File: config.mk
export PLATFORM = sky130hd
export DESIGN_NAME = cutoff_seq_top
export DESIGN_NICKNAME = d
export VERILOG_FILES = /design/src/rtl/cutoff_pkg.sv /design/src/rtl/cutoff_warmup.sv /design/src/rtl/cutoff_frame_fsm.sv /design/src/rtl/cutoff_settle.sv /design/src/rtl/cutoff_seq_top.sv
export SDC_FILE = /design/constraint.sdc
export NUM_CORES = 1
export LEC_CHECK = 0
export BUFFER_PORTS_ARGS = -buffer_cell sky130_fd_sc_hd__buf_2
export CORE_AREA = 2 2 39 41
export CTS_BUF_LIST = sky130_fd_sc_hd__clkbuf_16
export DETAILED_ROUTE_END_ITERATION = 12
export DIE_AREA = 0 0 41 43
export GPL_TIMING_DRIVEN = 0
export PLACE_DENSITY = 0.69
export SLEW_MARGIN = 20
export SYNTH_ARGS = -nofsm -noshare
export SYNTH_HDL_FRONTEND = slang
export SYNTH_SLANG_ARGS = --single-unit
export TNS_END_PERCENT = 20
File: constraint.sdc
create_clock -name clk -period 1.5 [get_ports clk]
set_clock_uncertainty 0.15 [all_clocks]
set_input_delay 0 -clock clk [delete_from_list [all_inputs] [get_ports clk]]
set_output_delay 0 -clock clk [all_outputs]
set_load 0.02 [all_outputs]
File: src/rtl/cutoff_pkg.sv
package cutoff_pkg;

   typedef enum logic [1:0] {
      ST_IDLE    = 2'd0,
      ST_RETRACE = 2'd1,
      ST_WAIT    = 2'd2,
      ST_MEAS    = 2'd3
   } seq_state_t;

   function automatic int unsigned idx_width(input int unsigned n);
      return (n > 1) ? $clog2(n) : 1;
   endfunction

endpackage

File: src/rtl/cutoff_warmup.sv
module cutoff_warmup (
   input  logic clk,
   input  logic rst_n,
   input  logic cathode_seen,
   output logic warm_done
);

   always_ff @(posedge clk or negedge rst_n) begin
      if (!rst_n)
         warm_done <= 1'b0;
      else if (cathode_seen)
         warm_done <= 1'b1;
   end

endmodule

File: src/rtl/cutoff_frame_fsm.sv
module cutoff_frame_fsm
   import cutoff_pkg::*;
#(
   parameter int unsigned NUM_CH = 3,
   localparam int unsigned IDXW  = idx_width(NUM_CH)
) (
   input  logic            clk,
   input  logic            rst_n,
   input  logic            retrace,
   input  logic            line_strobe,
   output seq_state_t      state,
   output logic [IDXW-1:0] idx,
   output logic            hold_pulse,
   output logic            advance
);

   localparam logic [IDXW-1:0] LAST = IDXW'(NUM_CH - 1);

   logic retrace_q;
   logic rise;
   logic fall;

   assign rise = retrace & ~retrace_q;
   assign fall = ~retrace & retrace_q;

   assign advance = line_strobe & ~rise &
                    ((state == ST_WAIT) || ((state == ST_MEAS) && (idx != LAST)));

   always_ff @(posedge clk or negedge rst_n) begin
      if (!rst_n) begin
         retrace_q  <= 1'b0;
         state      <= ST_IDLE;
         idx        <= '0;
         hold_pulse <= 1'b0;
      end else begin
         retrace_q  <= retrace;
         hold_pulse <= 1'b0;
         if (rise) begin
            state <= ST_RETRACE;
            idx   <= '0;
         end else begin
            unique case (state)
               ST_RETRACE: if (fall) begin
                  state      <= ST_WAIT;
                  idx        <= '0;
                  hold_pulse <= 1'b1;
               end
               ST_WAIT: if (line_strobe) begin
                  state <= ST_MEAS;
                  idx   <= '0;
               end
               ST_MEAS: if (line_strobe) begin
                  if (idx == LAST) begin
                     state <= ST_IDLE;
                     idx   <= '0;
                  end else begin
                     idx <= idx + 1'b1;
                  end
               end
               default: ;
            endcase
         end
      end
   end

endmodule

File: src/rtl/cutoff_settle.sv
module cutoff_settle #(
   parameter int unsigned SETTLE_CYC = 4,
   localparam int unsigned CW        = $clog2(SETTLE_CYC + 1)
) (
   input  logic clk,
   input  logic rst_n,
   input  logic restart,
   output logic settled
);

   localparam logic [CW-1:0] LIMIT = CW'(SETTLE_CYC);

   logic [CW-1:0] cnt;

   always_ff @(posedge clk or negedge rst_n) begin
      if (!rst_n)
         cnt <= LIMIT;
      else if (restart)
         cnt <= '0;
      else if (cnt != LIMIT)
         cnt <= cnt + 1'b1;
   end

   assign settled = (cnt == LIMIT);

endmodule

File: src/rtl/cutoff_seq_top.sv
module cutoff_seq_top
   import cutoff_pkg::*;
#(
   parameter int unsigned NUM_CH     = 3,
   parameter int unsigned SETTLE_CYC = 4
) (
   input  logic              clk,
   input  logic              rst_n,
   input  logic              retrace,
   input  logic              line_strobe,
   input  logic              cathode_seen,
   output logic              white_force,
   output logic              leak_sample,
   output logic              leak_hold,
   output logic              meas_insert,
   output logic              blank_out,
   output logic [NUM_CH-1:0] chan_sel,
   output logic [NUM_CH-1:0] loop_en
);

   localparam int unsigned IDXW = idx_width(NUM_CH);

   if (NUM_CH < 1) begin : g_bad_ch
      $error("cutoff_seq_top: NUM_CH must be at least 1");
   end
   if (SETTLE_CYC < 1) begin : g_bad_settle
      $error("cutoff_seq_top: SETTLE_CYC must be at least 1");
   end

   seq_state_t      state;
   logic [IDXW-1:0] idx;
   logic            hold_pulse;
   logic            advance;
   logic            warm_done;
   logic            settled;
   logic            in_meas;

   cutoff_warmup i_warm (
      .clk          (clk),
      .rst_n        (rst_n),
      .cathode_seen (cathode_seen),
      .warm_done    (warm_done)
   );

   cutoff_frame_fsm #(.NUM_CH(NUM_CH)) i_fsm (
      .clk         (clk),
      .rst_n       (rst_n),
      .retrace     (retrace),
      .line_strobe (line_strobe),
      .state       (state),
      .idx         (idx),
      .hold_pulse  (hold_pulse),
      .advance     (advance)
   );

   cutoff_settle #(.SETTLE_CYC(SETTLE_CYC)) i_settle (
      .clk     (clk),
      .rst_n   (rst_n),
      .restart (advance),
      .settled (settled)
   );

   assign white_force = ~warm_done;
   assign in_meas     = warm_done && (state == ST_MEAS);
   assign leak_sample = warm_done && (state == ST_RETRACE);
   assign leak_hold   = warm_done && hold_pulse;
   assign meas_insert = in_meas;
   assign blank_out   = in_meas || leak_sample;

   for (genvar c = 0; c < NUM_CH; c++) begin : g_ch
      assign chan_sel[c] = in_meas && (idx == IDXW'(c));
      assign loop_en[c]  = chan_sel[c] && settled;
   end

endmodule

==> summary.log <==
qor: run_status.status finished, final reports clean
qor: pwr.max-vdd-ir-drop 1070 uV
qor: floorplanning.num_rows 14
qor: routing.detail_route.wl_per_cell 11.9 um
qor: routing.drt_iter0_drc 6
qor: clock_network.clkLatencyLatePin 240 ps
qor: floorplanning.dieArea 1760 um2
qor: cells_and_area.utilization 0.617
qor: worst_setup_path.cp.arrival 1290 ps
qor: timing.hold_ws 0.0521 ps
qor: pwr.total_power 1.80 mW
qor: synth.ys_dominant_reg_cell sky130_fd_sc_hd__dfrtp_1
qor: clock_network.cts-root-buf sky130_fd_sc_hd__clkbuf_16
qor: floorplanning.coreArea 1380 um2
qor: cells_and_area.commonest_cells_after_routing_fill_and_taps_aside sky130_fd_sc_hd__buf_2 (12), sky130_fd_sc_hd__inv_1 (6), sky130_fd_sc_hd__nor2_1 (5), sky130_fd_sc_hd__dfrtp_1 (5)
qor: global_routing.grt_first_pass_wirelength 1.81 mm
qor: global_routing.grt_max_degree 11
qor: min_path.hold_path_class in2async
qor: placed_design.gp_congestion 0.838
qor: cells_and_area.final_net_count 91
qor: clock_network.cts_tree yes
qor: placed_design.dp_hpwl 742 um
qor: timing.final-hold-violation-count 0
qor: worst_setup_path.reg2reg_slack 190 ps
qor: timing.achievable_clock_frequency 0.696 GHz
qor: clock_network.worst_setup_hold_path_clk_slew 40 ps
qor: timing.post-route-min-period 1440 ps
qor: routing.met3WireLength 59 um
qor: placed_design.port_buffers 15
qor: synth.netlist_top_cells_area sky130_fd_sc_hd__dfrtp_1 (41%), sky130_fd_sc_hd__dfstp_2 (4.8%), sky130_fd_sc_hd__ha_1 (4.5%), sky130_fd_sc_hd__inv_1 (4.1%), sky130_fd_sc_hd__nand2_1 (3.4%)
qor: global_routing.globalRoute.totalOverflow 0
qor: pwr.p_comb_frac 0.460
qor: clock_network.cts.sinks 10
qor: pwr.p_leak 0.403 nW
qor: global_routing.antenna_found_initial 0
qor: worst_setup_path.critPathMaxStageDelay 380 ps
qor: synth.synth_seq_cells 10
qor: synth.synth_edf_count 0
qor: placed_design.dp_slack 177 ps
qor: routing.routed_vias 508
qor: floorplanning.x_dimension_of_the_die 41 um
qor: synth.synth.cell_area 553 um2
qor: worst_setup_path.critical-path-slowest-cell sky130_fd_sc_hd__dfrtp_1
qor: clock_network.clockBufferDepth 2
qor: worst_setup_path.start_kind flip-flop
qor: synth.ys_async_sr_fraction 1.00
qor: timing.finalWorstSetupSlack 63.6 ps
qor: pwr.power.sequential.fraction 0.276
qor: floorplanning.floorplan.io_pins 16
qor: timing.setup_violators_final 0
qor: routing.route.antenna.remaining_nets 0
qor: routing.finalWirelength 1.18 mm
qor: worst_setup_path.worstSetupEndpoint loop_en[2]
qor: worst_setup_path.cp-end-kind output port
qor: synth.synth_area_per_cell 9.54 um2
qor: routing.routedLengthMet1 488 um
qor: timing.slew-limit-headroom 0.818
qor: clock_network.cts-buffers-inserted 3
qor: worst_setup_path.worst_ep_required_time 1350 ps
qor: routing.met2RoutedLength 592 um
qor: routing.dr.pass1.iters 4
qor: clock_network.cts-htree-levels 1
qor: synth.synthCells 58
qor: worst_setup_path.setup.worst_path.start i_settle.cnt[1]$_DFFE_PN0P_
qor: floorplanning.die_h 43 um
qor: routing.vias_per_cell 5.13
qor: pwr.internal_power 1.11 mW
qor: cells_and_area.nFillCells 118
qor: worst_setup_path.critical_path_buf_inv_count 2
qor: routing.dr.max_layer_used met4
qor: cells_and_area.areaGrowthSynthToFinish 54.3%
qor: synth.synth_largest_area_cell sky130_fd_sc_hd__dfrtp_1
qor: synth.portion_of_the_post_synthesis_area_used_by_sequential_elements 0.455
qor: cells_and_area.count_of_antenna_diodes_in_the_layout 0
qor: routing.drc 0
qor: cells_and_area.layout_commonest_cell sky130_fd_sc_hd__buf_2
qor: timing.worst_tran_pin_value 272 ps
qor: pwr.power.share.clock 0.264
qor: worst_setup_path.reg2reg_depth 4
qor: worst_setup_path.crit_fanout 5
qor: worst_setup_path.critical-path-top-delay-family flip-flops
qor: worst_setup_path.timing.critical_path.cells inv_1 -> ha_4 -> nand2_4 -> nor4_4 -> buf_4
qor: timing.final_min_period_over_clock_period 0.958
qor: timing.grt_setup_unrepaired yes
qor: pwr.p_sw_frac 0.384
qor: timing.final-max-slew-violation-count 0
qor: synth.yosysUniqueCellTypes 26
qor: job.max_capacitance_violation_total 0
qor: worst_setup_path.critical_path.reg2reg.startpoint i_fsm.idx[0]$_DFFE_PN0P_
qor: floorplanning.initial_utilization 0.400
qor: synth.yosysTopAreaCellShare 0.407
qor: worst_setup_path.crit_type reg2out
qor: synth.number_of_nets_in_the_synthesized_netlist 65
qor: worst_setup_path.critical_path_depth 5
qor: cells_and_area.drive_gt1_frac 0.422
qor: global_routing.first_global_vias 414
qor: worst_setup_path.r2r-end i_fsm.state[1]$_DFFE_PN0P_
qor: pwr.power.density_cell_area 2110 nW/um2
qor: pwr.switchingPower 0.690 mW
qor: global_routing.track_usage 0.166
qor: synth.synth-warning-count 0
==> area by class of cell <==
| cell class | instances | area (um2) | area share |
|---|---|---|---|
| Clock inverter | 1 | 3.75 | 0.00440 |
| Sequential cell | 10 | 256 | 0.301 |
| Multi-Input combinational cell | 41 | 323 | 0.378 |
| Inverter | 6 | 22.5 | 0.0264 |
| Timing Repair Buffer | 21 | 141 | 0.166 |
| Clock buffer | 3 | 75.1 | 0.0880 |
| Buffer | 1 | 11.3 | 0.0132 |
| Tap cell | 16 | 20.0 | 0.0235 |
==> how the worst min path moves through the flow <==
stage / to / slack (ps) / cells after the start
after global routing: i_fsm.retrace_q$_DFF_PN0_ / 20 / 2
after floorplan: i_fsm.hold_pulse$_DFF_PN0_ / -450 / 0
final: i_fsm.retrace_q$_DFF_PN0_ / 0.05 / 2
after global placement: i_fsm.idx[0]$_DFFE_PN0P_ / -280 / 1
after CTS: i_fsm.idx[0]$_DFFE_PN0P_ / 6 / 2
after detailed placement: i_fsm.idx[0]$_DFFE_PN0P_ / -280 / 1
==> through the flow <==
step	setup TNS, ps	std cells	area [um2]
after floorplan	-30.0	58	553
after global placement	0	89	648
after detailed placement	0	89	648
after CTS	-2.67	98	781
after global routing	-25.4	99	853
final	0	99	853
==> synthesized netlist by cell type, types with 2 or more instances <==
library cell and n:
sky130_fd_sc_hd__nor4_1 2, sky130_fd_sc_hd__nor2b_1 2, sky130_fd_sc_hd__nor2_1 5, sky130_fd_sc_hd__and2_1 2, sky130_fd_sc_hd__nand2_1 5, sky130_fd_sc_hd__nor3_1 3, sky130_fd_sc_hd__dfrtp_1 9, sky130_fd_sc_hd__ha_1 2
sky130_fd_sc_hd__nand3_1 3, sky130_fd_sc_hd__a21oi_1 3, sky130_fd_sc_hd__inv_1 6, sky130_fd_sc_hd__a31o_1 2
==> logic make-up (layout without fill, tap and decap cells) <==
kind of cell               after synthesis  in the layout  share of synthesized area
xor gates and xnor gates                 1              1                     0.0158
buffers and inverters                    7             32                     0.0611
AOI/OAI and AO/OA                        7              7                     0.0905
DFF                                     10             10                      0.455
adders and majority gates                2              2                     0.0452
and+or+nand+nor                         31             31                      0.333
==> power groups by stage <==
stage	sequential, mW	clock [mW]	combinational (mW)
finish	0.496	0.475	0.826
floorplan	0.461	0	0.503
detailed placement	0.486	0	0.644
CTS	0.481	0.481	0.697
global placement	0.483	0	0.635
global route	0.510	0.500	0.912
==> registers in the layout, indices dropped and copies added, names as in the netlist <==
register / flops
i_fsm.state: 2
i_fsm.retrace_q: 1
i_warm.warm_done: 1
i_fsm.idx: 2
i_settle.cnt: 3
i_fsm.hold_pulse: 1
==> repair_timing <==
action                     CTS  global route
setup endpoints to repair    3             4
setup buffers                1             1
hold buffers                 4             0
hold endpoints to repair    14             0
gates resized for setup      3            14
pin swaps                    0             2
==> routing by layer <==
layer | global-route usage | up-vias
met5 | 0 | -
met3 | 0.0628 | 5
met4 | 0.140 | 0
met2 | 0.231 | 16
met1 | 0.189 | 240
li1 | - | 247
No activity file was read; power rests on OpenSTA's default activity.
